### src/rtl/spi_xfer_pkg.sv
package spi_xfer_pkg;
  localparam int BYTE_W = 8;
  typedef logic [BYTE_W-1:0] byte_t;

  typedef struct packed {
    logic cpol;
    logic cpha;
    logic lsb_first;
  } frame_cfg_t;

  // Position within a byte of the idx-th shifted bit.
  function automatic logic [2:0] bit_slot(input logic [2:0] idx, input logic lsb_first);
    return lsb_first ? idx : ~idx;
  endfunction
endpackage

### src/rtl/spi_byte_fifo.sv
module spi_byte_fifo #(
  parameter int DEPTH = 128,
  parameter int WIDTH = 8,
  localparam int AW = (DEPTH > 1) ? $clog2(DEPTH) : 1,
  localparam int LW = $clog2(DEPTH + 1)
) (
  input  logic             clk,
  input  logic             rst_n,
  input  logic             flush,
  input  logic             push,
  input  logic [WIDTH-1:0] wdata,
  input  logic             pop,
  output logic [WIDTH-1:0] rdata,
  output logic             full,
  output logic             empty,
  output logic [LW-1:0]    level
);
  logic [WIDTH-1:0] mem [DEPTH];
  logic [AW-1:0]    wr_ptr, rd_ptr;
  logic             do_push, do_pop;

  assign full    = (level == LW'(DEPTH));
  assign empty   = (level == '0);
  assign do_push = push && !full;
  assign do_pop  = pop && !empty;
  assign rdata   = mem[rd_ptr];

  function automatic logic [AW-1:0] bump(input logic [AW-1:0] p);
    return (p == AW'(DEPTH - 1)) ? '0 : p + 1'b1;
  endfunction

  always_ff @(posedge clk or negedge rst_n) begin
    if (!rst_n) begin
      wr_ptr <= '0;
      rd_ptr <= '0;
      level  <= '0;
    end else if (flush) begin
      wr_ptr <= '0;
      rd_ptr <= '0;
      level  <= '0;
    end else begin
      if (do_push) wr_ptr <= bump(wr_ptr);
      if (do_pop)  rd_ptr <= bump(rd_ptr);
      level <= level + LW'(do_push) - LW'(do_pop);
    end
  end

  always_ff @(posedge clk) begin
    if (do_push && !flush) mem[wr_ptr] <= wdata;
  end


  level_bound_chk: assert property (@(posedge clk) disable iff (!rst_n)
    level <= LW'(DEPTH));


  full_hold_chk: assert property (@(posedge clk) disable iff (!rst_n)
    (full && !pop && !flush) |=> full);
endmodule

### src/rtl/spi_shift_core.sv
module spi_shift_core
  import spi_xfer_pkg::*;
#(
  parameter int CNT_W = 24
) (
  input  logic             clk,
  input  logic             rst_n,
  input  logic             bit_tick,
  input  frame_cfg_t       cfg,
  input  logic             start,
  input  logic [CNT_W-1:0] burst_len,
  input  logic [CNT_W-1:0] tx_len,
  input  logic             txf_empty,
  input  byte_t            txf_data,
  output logic             txf_pop,
  input  logic             miso,
  output logic             rx_push,
  output byte_t            rx_byte,
  output logic             busy,
  output logic             sclk,
  output logic             mosi,
  output logic             done_pulse
);
  localparam logic [3:0] LAST_HALF = 4'd15;

  frame_cfg_t       cfg_q;
  logic             busy_r, sclk_r;
  logic [3:0]       half;
  byte_t            txb, rxb, rx_next, fetched;
  logic [CNT_W-1:0] bytes_left, tx_left, left_src;
  logic             launch, zero_launch, byte_end, more, fetch, take, sample;
  logic [3:0]       half_m1;
  logic [2:0]       idx;

  assign launch      = start && !busy_r && (burst_len != '0);
  assign zero_launch = start && !busy_r && (burst_len == '0);
  assign byte_end    = busy_r && bit_tick && (half == LAST_HALF);
  assign more        = byte_end && (bytes_left != CNT_W'(1));
  assign fetch       = launch || more;
  // byte source is the queue only inside the transmit count
  assign left_src    = launch ? tx_len : tx_left;
  assign take        = fetch && (left_src != '0) && !txf_empty;
  assign fetched     = take ? txf_data : '0;
  assign txf_pop     = take;

  // bit index; with trailing-edge sampling the data moves on leading edges
  assign half_m1 = half - 4'd1;
  assign idx     = cfg_q.cpha ? ((half == 4'd0) ? 3'd0 : half_m1[3:1]) : half[3:1];
  assign sample  = busy_r && bit_tick && (cfg_q.cpha ? half[0] : !half[0]);

  always_comb begin
    rx_next = rxb;

    if (sample) rx_next[bit_slot(idx, cfg_q.lsb_first)] = miso;
  end

  assign rx_push    = byte_end;
  assign rx_byte    = rx_next;
  assign busy       = busy_r;
  assign sclk       = busy_r ? sclk_r : cfg.cpol;
  assign mosi       = busy_r ? txb[bit_slot(idx, cfg_q.lsb_first)] : 1'b0;
  assign done_pulse = zero_launch || (byte_end && (bytes_left == CNT_W'(1)));

  always_ff @(posedge clk or negedge rst_n) begin
    if (!rst_n) begin
      busy_r     <= 1'b0;
      sclk_r     <= 1'b0;
      half       <= '0;
      txb        <= '0;
      rxb        <= '0;
      bytes_left <= '0;
      tx_left    <= '0;
      cfg_q      <= '0;
    end else if (launch) begin
      busy_r     <= 1'b1;
      sclk_r     <= cfg.cpol;
      half       <= '0;
      cfg_q      <= cfg;
      bytes_left <= burst_len;
      tx_left    <= (left_src != '0) ? left_src - CNT_W'(1) : '0;
      txb        <= fetched;
      rxb        <= '0;
    end else if (busy_r && bit_tick) begin
      sclk_r <= ~sclk_r;
      half   <= half + 4'd1;
      rxb    <= rx_next;
      if (byte_end) begin
        rxb <= '0;
        if (more) begin
          bytes_left <= bytes_left - CNT_W'(1);
          tx_left    <= (left_src != '0) ? left_src - CNT_W'(1) : '0;
          txb        <= fetched;
        end else begin
          busy_r <= 1'b0;
        end
      end
    end
  end


  sclk_hold_chk: assert property (@(posedge clk) disable iff (!rst_n)
    (busy && $past(busy) && !$past(bit_tick)) |-> $stable(sclk));


  start_busy_chk: assert property (@(posedge clk) disable iff (!rst_n)
    (busy && start) |=> $stable(bytes_left) || $past(bit_tick));
endmodule

### src/rtl/spi_cs_drive.sv
module spi_cs_drive #(
  parameter int NCS = 4,
  localparam int SW = (NCS > 1) ? $clog2(NCS) : 1
) (
  input  logic [SW-1:0]  sel,
  input  logic           active_high,
  input  logic           manual,
  input  logic           level,
  input  logic           busy,
  output logic [NCS-1:0] cs_o
);
  logic sel_val;
  assign sel_val = manual ? level : (busy ? active_high : ~active_high);


  for (genvar i = 0; i < NCS; i++) begin : g_pin
    assign cs_o[i] = (sel == SW'(i)) ? sel_val : ~active_high;
  end
endmodule

### src/rtl/spi_xfer_engine.sv
module spi_xfer_engine
  import spi_xfer_pkg::*;
#(
  parameter int DEPTH = 128,
  parameter int CNT_W = 24,
  parameter int NCS   = 4,
  localparam int SW = (NCS > 1) ? $clog2(NCS) : 1,
  localparam int LW = $clog2(DEPTH + 1)
) (
  input  logic             clk,
  input  logic             rst_n,
  input  logic             bit_tick,
  input  logic             cfg_cpol,
  input  logic             cfg_cpha,
  input  logic             cfg_lsb_first,
  input  logic             cfg_rx_discard,
  input  logic [SW-1:0]    cs_sel,
  input  logic             cs_active_high,
  input  logic             cs_manual,
  input  logic             cs_level,
  input  logic [CNT_W-1:0] burst_len,
  input  logic [CNT_W-1:0] tx_len,
  input  logic             start,
  input  logic             done_clr,
  input  logic             done_ie,
  input  logic             ovf_clr,
  input  logic             txf_flush,
  input  logic             rxf_flush,
  input  logic             tx_valid,
  input  logic [7:0]       tx_data,
  output logic             tx_ready,
  output logic             rx_valid,
  output logic [7:0]       rx_data,
  input  logic             rx_ready,
  output logic             busy,
  output logic             done,
  output logic             irq,
  output logic             rx_ovf,
  output logic [LW-1:0]    tx_level,
  output logic [LW-1:0]    rx_level,
  output logic             sclk,
  output logic             mosi,
  input  logic             miso,
  output logic [NCS-1:0]   cs_o
);
  frame_cfg_t cfg;
  logic  txf_full, txf_empty, txf_pop, rxf_full, rxf_empty;
  logic  core_rx_push, rx_store, done_pulse, done_r, ovf_r;
  byte_t txf_data, core_rx_byte;

  assign cfg = '{cpol: cfg_cpol, cpha: cfg_cpha, lsb_first: cfg_lsb_first};

  spi_byte_fifo #(.DEPTH(DEPTH), .WIDTH(BYTE_W)) u_txf (
    .clk(clk), .rst_n(rst_n), .flush(txf_flush),
    .push(tx_valid), .wdata(tx_data),
    .pop(txf_pop), .rdata(txf_data),
    .full(txf_full), .empty(txf_empty), .level(tx_level)
  );

  spi_shift_core #(.CNT_W(CNT_W)) u_core (
    .clk(clk), .rst_n(rst_n), .bit_tick(bit_tick), .cfg(cfg),
    .start(start), .burst_len(burst_len), .tx_len(tx_len),
    .txf_empty(txf_empty), .txf_data(txf_data), .txf_pop(txf_pop),
    .miso(miso), .rx_push(core_rx_push), .rx_byte(core_rx_byte),
    .busy(busy), .sclk(sclk), .mosi(mosi), .done_pulse(done_pulse)
  );


  assign rx_store = core_rx_push && !cfg_rx_discard;

  spi_byte_fifo #(.DEPTH(DEPTH), .WIDTH(BYTE_W)) u_rxf (
    .clk(clk), .rst_n(rst_n), .flush(rxf_flush),
    .push(rx_store), .wdata(core_rx_byte),
    .pop(rx_ready), .rdata(rx_data),
    .full(rxf_full), .empty(rxf_empty), .level(rx_level)
  );

  spi_cs_drive #(.NCS(NCS)) u_cs (
    .sel(cs_sel), .active_high(cs_active_high), .manual(cs_manual),
    .level(cs_level), .busy(busy), .cs_o(cs_o)
  );

  assign tx_ready = !txf_full;
  assign rx_valid = !rxf_empty;

  // set has priority over clear
  always_ff @(posedge clk or negedge rst_n) begin
    if (!rst_n) begin
      done_r <= 1'b0;
      ovf_r  <= 1'b0;
    end else begin
      if (done_pulse)    done_r <= 1'b1;
      else if (done_clr) done_r <= 1'b0;
      if (rx_store && rxf_full) ovf_r <= 1'b1;
      else if (ovf_clr)         ovf_r <= 1'b0;
    end
  end

  assign done   = done_r;
  assign rx_ovf = ovf_r;

  assign irq    = done_r && done_ie;


  done_on_end_chk: assert property (@(posedge clk) disable iff (!rst_n)
    $fell(busy) |-> done);


  irq_gate_chk: assert property (@(posedge clk) disable iff (!rst_n)
    !done_ie |-> !irq);


  ovf_cause_chk: assert property (@(posedge clk) disable iff (!rst_n)
    $rose(rx_ovf) |-> $past(rx_level) == LW'(DEPTH));


  cs_idle_chk: assert property (@(posedge clk) disable iff (!rst_n)
    (!busy && !cs_manual) |-> (cs_o == {NCS{~cs_active_high}}));
endmodule

### config.mk
export PLATFORM = sky130hd
export DESIGN_NAME = spi_xfer_engine
export DESIGN_NICKNAME = d
export VERILOG_FILES = /design/src/rtl/spi_xfer_pkg.sv /design/src/rtl/spi_byte_fifo.sv /design/src/rtl/spi_shift_core.sv /design/src/rtl/spi_cs_drive.sv /design/src/rtl/spi_xfer_engine.sv
export SDC_FILE = /design/constraint.sdc
export NUM_CORES = 2
export LEC_CHECK = 0
export ABC_CLOCK_PERIOD_IN_PS = 11230
export BUFFER_PORTS_ARGS = -buffer_cell sky130_fd_sc_hd__buf_2
export CAP_MARGIN = 20
export CORE_MARGIN = 5
export CORE_UTILIZATION = 60
export CTS_CLUSTER_DIAMETER = 200
export CTS_CLUSTER_SIZE = 14
export DETAILED_ROUTE_END_ITERATION = 12
export HOLD_SLACK_MARGIN = 0.05
export PLACE_DENSITY = 0.8
export SYNTH_ARGS = -nofsm -noshare
export SYNTH_HDL_FRONTEND = slang
export SYNTH_SLANG_ARGS = --single-unit
### constraint.sdc
create_clock -name clk -period 11.23 [get_ports clk]
set_input_delay 2.8075 -clock clk [delete_from_list [all_inputs] [get_ports clk]]
set_output_delay 2.8075 -clock clk [all_outputs]
set_load 0.02 [all_outputs]
==> results.cfg <==
[power_and_ir_drop]
combPwrFrac_pct = 13.0
power_switching_share_pct = 24.8
leakagePower_nw = 28.6
power_frac_clock_pct = 31.9
power_frac_seq_pct = 55.1
ir_drop_v = 0.000191
p_per_area_nw_per_um2 = 185
p_int_mw = 13.1
switchingPower_mw = 4.31

[synth]
ys_types = 75
synth_mux_area_share_pct = 15.7
synth_edf_count = 2048
yosysSeqAreaShare_pct = 74.4
synth_top_family_by_area = multiplexers
ys_async_sr_fraction_pct = 5.45
netlist_top_cells_count = 2048 x edfxtp_1, 529 x mux4_2, 354 x nor2_1
ys_seq_elements = 2166
synth_compound_area_share_pct = 3.14
postSynthAreaPerCell_um2 = 19.7
synthCells = 4404
synth_xor_area_share_pct = 0.657
syn_area_um2 = 86600
ys.flop_type = edfxtp_1
synth_area_leaders = edfxtp_1 71%, mux4_2 14%, dfrtp_1 3.4%
yosysWarnings = 0
netlist.area_leader.share_pct = 71.0
synthAdderAreaFrac_pct = 0.538
syn_nets = 4517
synth_top_area_cell = edfxtp_1
synth_most_common_cell = edfxtp_1
synthSimpleGateAreaFrac_pct = 4.17

[die]
initial_core_util_pct = 60.3
die_y_um = 390
core-area_um2 = 143000
rows = 139
die_x_um = 390
io_pins = 113
dieArea_um2 = 152000

[setup_path]
critPathLaunchType = flop
startpoint = u_rxf.rd_ptr[0]
cp_num_buf_inv = 2
path_class = flop to primary output
regToRegSetupSlack_ns = 5.84
r2r-start = u_core.busy
worst-r2r-cell-count = 7
critPathCapture = rx_data[6]
arrival_ns = 4.81
critPathTopFamily = multiplexers
critical_path.max_fanout = 120
cp_cell_sequence = buf_12 -> mux4_2 -> mux4_2 -> mux2i_1 -> a22o_1 -> a221oi_1 -> buf_2
worstPathRequired_ns = 8.42
slowest_stage = dfrtp_4
endpoint_kind = primary output
critPathMostFrequentCell = mux4_2
worstReg2RegEnd = u_rxf.mem[99][4]
max_stage_delay_ns = 0.95
critical_path_depth = 7

[placed_design]
port_buffers = 112
dp_slack_ns = 3.52
dp_hpwl_um = 117000
place.gp.congestion = 0.880

[clock_tree]
path_clk_slew_ns = 0.06
cts_setup_buffers = 0
cts_root_buf = clkbuf_16
cts_hold_buf = 0
cts.sinks = 2166
cts_tree = done
htreeDepth = 4
cts_resized = 0
cts-buffers-inserted = 172
clock_latency_ns = 0.82
cts_buffer_depth = 3

[flow_run]
maxCapViolCount = 0

[timing]
setup_viol = 0
setup_tns_ns = 0
final-hold-violation-count = 0
worst_slew_pin_slew_ns = 1.17
maxSlewViolCount = 0
rsz0062_at_grt = false
clock-skew-final_ns = 0.0422
slew_headroom_pct = 21.3
fin_crit_sh_pct = 67.8
fmax_mhz = 131
setup_slack_ns = 3.61
min_period_ns = 7.62

[run_status]
status = finished, final reports clean

[routing]
antenna_left = 0
routed_wl_um = 201000
dr.pass1.iters = 8
routed_via_density = 6.86
wl_per_cell_um = 31.1
drtIter0Drc = 5932
vias = 44400
remaining_drc_errors = 0

[finish]
fin_nets = 4623
drive_above_1_share_pct = 20.7
area_growth_syn_to_layout_pct = 8.50
num-fill-cells = 8866
fin_util_pct = 65.5

[grt]
grt-ovfl-total = 0
grt_max_degree = 160
grt_pass1_vias = 44700
grt_pass1_wl_um = 299000
antenna_found_initial = 4
grt.total_usage_pct = 26.5

[min_path]
worstHoldPathType = flop to flop
## how the worst min path moves through the flow
stage             startpoint  slack, ns       endpoint  cells after the start
2_1_floorplan  u_core.txb[4]       0.44  u_core.txb[4]                      2
4_1_cts        u_core.txb[7]       0.49  u_core.txb[7]                      2
6_report       u_core.txb[1]       0.48  u_core.txb[1]                      2
5_1_grt        u_core.txb[1]       0.51  u_core.txb[1]                      2
3_3_place_gp   u_core.txb[5]       0.46  u_core.txb[5]                      2
3_5_place_dp   u_core.txb[7]       0.48  u_core.txb[7]                      2
## tightest hold or removal path: cells and delay by family, from the launching register on
family           cells  cell delay [ns]
AO/OA/AOI/OAI        1             0.06
flip-flops           1             0.34
AND/OR/NAND/NOR      1             0.05
## state kept, by name (all words and copies together) (netlist names), 8 cells and up
signal             count
u_rxf.mem           1024
u_txf.mem           1024
u_core.bytes_left     24
u_core.tx_left        24
u_core.rxb             8
u_core.txb             8
u_rxf.level            8
u_txf.level            8
## kinds of logic (layout without fill, tap and decap cells)
logic type,after synthesis,in the layout
other,0,3
xor gates and xnor gates,65,65
buffers and inverters,273,440
muxes,698,698
adders and majority gates,36,36
DFF,2166,2166
AOI/OAI and AO/OA,396,396
and+or+nand+nor,770,770
## through the flow
step | cells | hold WS, ns | area (um^2) | total power, mW
finish | 6477 | 0.484 | 94000 | 17.4
global route | 6477 | 0.510 | 94000 | 18.0
CTS | 6471 | 0.493 | 93900 | 17.4
detailed placement | 6236 | 0.480 | 89100 | 12.0
global placement | 6234 | 0.465 | 89100 | 11.9
floorplan | 4404 | 0.445 | 86600 | 11.1
## power by group through the flow
stage               registers [mW]  logic, mW  clock network [mW]
floorplan                     9.72       1.43                   0
global placement              9.75       2.16                   0
detailed placement            9.75       2.24                   0
CTS                           9.58       2.25                5.58
global route                  9.59       2.43                5.95
finish                        9.58       2.26                5.55
## per-layer routing
metal / wire length [um] / track usage, % / vias up / share of wire [%]
met3: 18000 / 4.59 / 430 / 8.9
li1: - / - / 18200 / -
met5: 14 / 0 / - / 0.0070
met4: 8390 / 10.3 / 2 / 4.2
met2: 101000 / 43.1 / 2868 / 50
met1: 73700 / 36.6 / 22900 / 37
## cells in the final DEF (no fill, tap or decap), types with 9 or more instances in the layout
master     Yosys  final
o21ai_0       91     91
or3_1         24     24
and2_1        12     12
o211ai_1      11     11
nand2_1      131    131
clkbuf_16      0    175
nor2_1       354    354
nand2b_1      11     11
mux4_2       529    529
buf_4          1     61
a221oi_1      38     38
o22ai_1       16     16
nor2b_1       35     33
mux2i_1      156    156
clkbuf_1     127     48
nand4_1       14     14
nand3_1       50     48
a21oi_1       57     57
a32o_1         9      9
dfrtp_1      118    110
inv_1         29     29
buf_2         81    104
xor2_1        33     33
nor3_1        54     54
nor4_1        28     28
a31oi_1       28     28
a22oi_1       64     64
xnor2_1       32     32
o221ai_1      16     16
edfxtp_1    2048   2048
a22o_1        28     28
ha_1          34     34
## area by class of cell
cell class              instances  area [um^2]  area share [%]
repair buffers                174         1160            1.24
well taps                    1903         2380            2.53
diodes                          3         7.51         0.00799
clock buffers                 223         4560            4.85
clock inverters                12          208           0.221
flip-flops and latches       2166        64500            68.6
inverters                      31          119           0.127
multi-input cells            1965        21000            22.4
(Power assumes the default switching activity.)
